## config.mk

```make
export PLATFORM = sky130hd
export DESIGN_NAME = owid_bit_seq
export DESIGN_NICKNAME = d
export VERILOG_FILES = /design/src/rtl/owid_pkg.sv /design/src/rtl/owid_bit_seq.sv
export SDC_FILE = /design/constraint.sdc
export NUM_CORES = 1
export LEC_CHECK = 0
export BUFFER_PORTS_ARGS = -buffer_cell sky130_fd_sc_hd__buf_2
export CAP_MARGIN = 0
export CORE_AREA = 2 2 39 41
export CTS_BUF_LIST = sky130_fd_sc_hd__clkbuf_16
export CTS_CLUSTER_SIZE = 25
export DETAILED_ROUTE_END_ITERATION = 6
export DIE_AREA = 0 0 41 43
export SETUP_SLACK_MARGIN = 0.02
export SYNTH_ARGS = -nofsm -noshare
export SYNTH_HDL_FRONTEND = slang
export SYNTH_SLANG_ARGS = --single-unit
export TNS_END_PERCENT = 30
```

## constraint.sdc

```tcl
create_clock -name clk -period 1.7 [get_ports clk]
set_clock_uncertainty 0.05 [all_clocks]
set_input_delay 0.17 -clock clk [delete_from_list [all_inputs] [get_ports clk]]
set_output_delay 0.17 -clock clk [all_outputs]
set_load 0.005 [all_outputs]
```

## src/rtl/owid_pkg.sv

```systemverilog
package owid_pkg;

    // Code word layout: class byte at the bottom, check byte at the top
    localparam int unsigned CODE_BITS   = 64;
    localparam int unsigned CLASS_BITS  = 8;
    localparam int unsigned SERIAL_BITS = 48;
    localparam int unsigned CHECK_BITS  = CODE_BITS - CLASS_BITS - SERIAL_BITS;
    localparam int unsigned DATA_BITS   = CLASS_BITS + SERIAL_BITS;
    localparam int unsigned CNT_W       = $clog2(CODE_BITS + 1);

    // x^8 + x^5 + x^4 + 1, bit-reversed for right-shifting hardware
    localparam logic [CHECK_BITS-1:0] CHECK_TAPS   = 8'h8C;
    localparam logic [CLASS_BITS-1:0] CLASS_SENSOR = 8'h28;

    // Captured part of the code; bit order matches the wire order
    typedef struct packed {
        logic [SERIAL_BITS-1:0] serial;
        logic [CLASS_BITS-1:0]  dev_class;
    } owid_data_t;

    // Per-cycle control from the bit sequencer
    typedef struct packed {
        logic take;      // strobe accepted this cycle
        logic in_data;   // accepted bit belongs to the low 56 bits
        logic last;      // accepted bit is the final one
    } owid_step_t;

    typedef struct packed {
        logic done;
        logic crc_ok;
        logic family_ok;
    } owid_verdict_t;

endpackage

```

## src/rtl/owid_bit_seq.sv

```systemverilog
module owid_bit_seq
    import owid_pkg::*;
#(
    parameter int unsigned TOTAL = CODE_BITS,
    parameter int unsigned KEEP  = DATA_BITS,
    localparam int unsigned CW   = $clog2(TOTAL + 1)
) (
    input  logic       clk,
    input  logic       rst,
    input  logic       clr,
    input  logic       bit_vld,
    output owid_step_t step
);

    logic [CW-1:0] cnt_q;
    logic          full;

    assign full         = (cnt_q == CW'(TOTAL));
    assign step.take    = bit_vld && !clr && !full;
    assign step.in_data = step.take && (cnt_q < CW'(KEEP));
    assign step.last    = step.take && (cnt_q == CW'(TOTAL - 1));

    always_ff @(posedge clk) begin
        if (rst || clr) begin
            cnt_q <= '0;
        end else if (step.take) begin
            cnt_q <= cnt_q + 1'b1;
        end
    end

endmodule

```

---- Yosys cells after proc, flatten, opt, wreduce, memory -nomap -nowiden ----
Index checks and enable logic that the tools add are counted.
word-level totals
  logic and storage cells ................. 12
  input port bits ......................... 4
  bits in registers ....................... 7
  output and inout bits ................... 3
operators by class
  eq/ne operators ......................... 2
  magnitude comparators ................... 1
  reductions and logical operators ........ 7
  add/sub/neg operators ................... 1
operator list
  operator               number
  $add A7 B1 Y7 const B  1
  $eq A7 B6 Y1 const B   1
  $eq A7 B7 Y1 const B   1
  $lt A7 B6 Y1 const B   1
  $logic_and A1 B1 Y1    4
  $logic_not A1 Y1       2
  $logic_or A1 B1 Y1     1

---- Logic depth before layout (Yosys ltp) ----
  depth in word-level cells ............... 4
  gate-level depth with buffers ........... 4
  depth with buffers taken out ............ 4

---- Least setup slack after synthesis ----
OpenSTA, ideal clock, no wires.
  kind .................................... reg-to-reg
  start point ............................. reg cnt_q[0]
  end point ............................... reg cnt_q[0]
  library setup time ...................... 72 ps
  required time ........................... 1578 ps
  slack ................................... 409 ps
  arrival time ............................ 1169 ps
  period minus slack after synthesis ...... 1291 ps
  buffers on the path ..................... 0
  cell stages (with the launch flop) ...... 5
  cell sequence ........................... dfxtp_1 > inv_1 > ha_1 > a31oi_1 > mux2i_1
RTL lines
  what                      line                RTL
  start: declaration        owid_bit_seq.sv:15  logic [CW-1:0] cnt_q;
  start signal: assignment  owid_bit_seq.sv:27  cnt_q <= cnt_q + 1'b1;

==> parameters.txt <==
Parameter                              Value

Clocking
  Cell chosen for the clock root ... clkbuf_16
  Total number of H-tree levels ... 1
  Post-CTS clock slew at the launch and capture registers of the worst setup and hold paths ... 0.04 ns
  Number of buffers inserted during clock tree synthesis ... 3
  TritonCTS sink count ... 7
  Cells resized by post-CTS repair ... 0
  Maximum buffer depth of the clock tree ... 2
  Setup Buffers After CTS ... 0
  TritonCTS clock tree ... done
  Clk_lat worst skew ... 0.23 ns
  Total of hold buffers inserted after clock tree synthesis ... 0

Power
  Highest ir drop seen on vdd ... 0.6856 mV
  Power density over the cells ... 1100 mW/mm^2
  Leak pwr ... 0.2007 nW

Critical path
  FF-to-FF setup slack ... 0.31 ns
  Arrival time at the worst endpoint ... 1.32 ns
  Worst endpoint required time ... 1.48 ns
  CP Capture Type ... primary output
  Reg2reg start ... cnt_q[1]
  Max FO, Critical Path ... 4
  CP Class ... reg2out
  Worst-path cell with the longest stage delay ... dfxtp_1
  Max stage delay on crit path ... 0.36 ns
  Number of buffers and inverters on the critical path ... 1
  Worst r2r dst ... cnt_q[4]
  Cell type group with the largest total delay on the critical path ... flip-flops
  CP Cell Sequence ... ha_1, nand4b_1, nor3_2, buf_2
  Logic depth of the worst register-to-register path ... 4
  Worst Setup Start Kind ... register

Cells and area
  Antenna diodes ... 0
  Final-stage net count ... 63
  Share of post-route cells with drive strength above 1 ... 23.21%
  Final Cell Area ... 525.5 um^2
  Fillers ... 139
  Top reg by flops ... cnt_q
  Number of flip-flops under the largest register name ... 7
  Synth-to-Final Area Change ... 36.36%
  Post-Layout Cell Count ... 72
  Top Registers ... cnt_q x7

Routing
  Wirelength, routed ... 702 um
  Antenna-violating nets left ... 0
  Total vias in the final route ... 345
  Drt drc ... 0
  Per-cell routed wire length ... 9.750 um
  DRC violation total after the first TritonRoute iteration ... 6
  Via density per instance ... 4.792
  First drt pass iteration count ... 4

Die
  Count of standard-cell rows ... 14
  Number of top-level pins ... 7
  Floorplan die width ... 41 um
  Full die area ... 0.001763 mm^2
  Area of the core ... 0.001384 mm^2
  Effective utilization at floorplan ... 27.85%
  DIE HEIGHT ... 43 um

Hold path
  Worst min-delay path class ... in2reg
  Hold worst-path end ... cnt_q[5]
  Instance count along the most critical hold path ... 3
  Critical hold path startpoint ... rst

Synthesis
  Post-synth top area cell ... dfxtp_1
  Dominant cells by area after synthesis ... dfxtp_1, o21a_1, ha_1
  Cell count after synthesis ... 46
  Syn Nets ... 52
  Number of enable-type register cells in the synthesized netlist ... 0
  Synth Warn # ... 0
  Portion of synthesized cell area occupied by the leading cell type ... 36.36%
  Area of the mapped netlist ... 385.4 um^2
  Primary FF master, synth ... dfxtp_1
  Mean area per synthesized cell ... 8.378 um^2
  Share of synthesized flip-flops with an asynchronous set or reset ... 0%
  Number of register bits inferred by synthesis ... 7
  Portion of the post-synthesis area used by sequential elements ... 36.36%
  Netlist cell types ... 23

Timing
  Final setup violation count ... 0
  Worst-margin pin slew ... 0.4366 ns
  Max-slew violations ... 0
  Min Tclk post-route ... 1.537 ns
  Final worst-path cycle share ... 90.43%
  Unrepaired setup endpoints after global routing ... false
  Sum of negative setup slack ... 0 ns
  Worst hold margin ... 0.1897 ns
  Number of hold violations in the final report ... 0
  Worst slew margin ... 70.78%
  Top achievable clock speed ... 650.5 MHz

Job
  Number of max-cap violations ... 0

Status
  Result of the run ... complete, no violations

Placement
  Routability Congestion ... 0.7435
  Port bufs ... 6
  DP Wirelength ... 557.8 um
  Cell count after placement ... 68
  Area post-placement ... 435.4 um^2

Global routing
  Initial antenna violation count ... 0
  Largest net degree at the start of global routing ... 8
  GRT Total Usage ... 9.036%
  First-pass GRT wire length ... 1.173 mm
  Vias in the first global route ... 318
  Overflow left after global routing ... 0
worst max-delay path by stage:
stage	from	to	cells past startpoint	slack [ns]
floorplan	cnt_q[0]	cnt_q[0]	4	0.41
global placement	cnt_q[0]	step[2]	4	0.33
detailed placement	cnt_q[0]	step[2]	4	0.29
CTS	cnt_q[0]	step[2]	4	0.04
global route	cnt_q[2]	step[2]	3	0.04
finish	cnt_q[1]	step[0]	4	0.16
layout make-up:
| class | instances | area, um^2 | area share (%) |
|---|---|---|---|
| clock buffer | 3 | 75.07 | 14.29 |
| multi-input combinational | 34 | 237.7 | 45.24 |
| tap | 16 | 20.02 | 3.810 |
| sequential | 7 | 140.1 | 26.67 |
| clock inverter | 1 | 3.754 | 0.7143 |
| timing repair buffer | 6 | 30.03 | 5.714 |
| inverter | 5 | 18.77 | 3.571 |
cells by family (layout without fill, tap and decap cells):
| group | count (synthesis) | after routing | share of synthesized area [%] |
|---|---|---|---|
| AND/OR/NAND/NOR | 19 | 19 | 26.95 |
| AO/OA/AOI/OAI | 11 | 11 | 20.13 |
| flip-flops | 7 | 7 | 36.36 |
| buffers and inverters | 5 | 15 | 4.871 |
| adder cells (fa/ha/maj) | 2 | 2 | 6.492 |
| multiplexers | 2 | 2 | 5.195 |
layer usage:
layer  routed length [um]  track usage, %
met1                  346           10.93
met2                  319           15.63
met3                   35           3.141
met4                    0               0
met5                    0               0
tightest hold or removal path: stages:
cell	delay [ns]
buf_2	0.08
or2_2	0.12
a21oi_1	0.04
placed cells by master, fill, tap and decap left out, types with 2 or more instances in the layout:
master | Yosys | routed
clkbuf_16 | 0 | 3
buf_2 | 0 | 6
a21oi_1 | 2 | 2
o21a_1 | 4 | 4
nand2_1 | 6 | 6
dfxtp_1 | 7 | 7
inv_1 | 5 | 6
ha_1 | 2 | 2
mux2i_1 | 2 | 2
nor2_1 | 2 | 2
cell usage after synthesis, drive strengths merged, types with 2 or more instances:
cell type and count:
ha 2, a21oi 2, o21a 4, nand2 6
mux2i 2, nor3 2, nor2 2, dfxtp 7
inv 5
where the power goes:
part	switching (mW)	internal, mW
Combinational	0.0122	0.0103
Clock	0.0832	0.305
Sequential	0.000940	0.166
per-stage QoR:
| stage | util [%] | power [mW] | setup slack (ns) |
|---|---|---|---|
| floorplan | - | 0.1821 | 0.4086 |
| global placement | 31.46 | 0.1918 | 0.3309 |
| detailed placement | 31.46 | 0.1918 | 0.2880 |
| CTS | 37.16 | 0.5859 | 0.04214 |
| global route | 37.97 | 0.6006 | 0.03644 |
| finish | 37.97 | 0.5782 | 0.1627 |
Note: power is estimated with default switching activity, not from simulation.
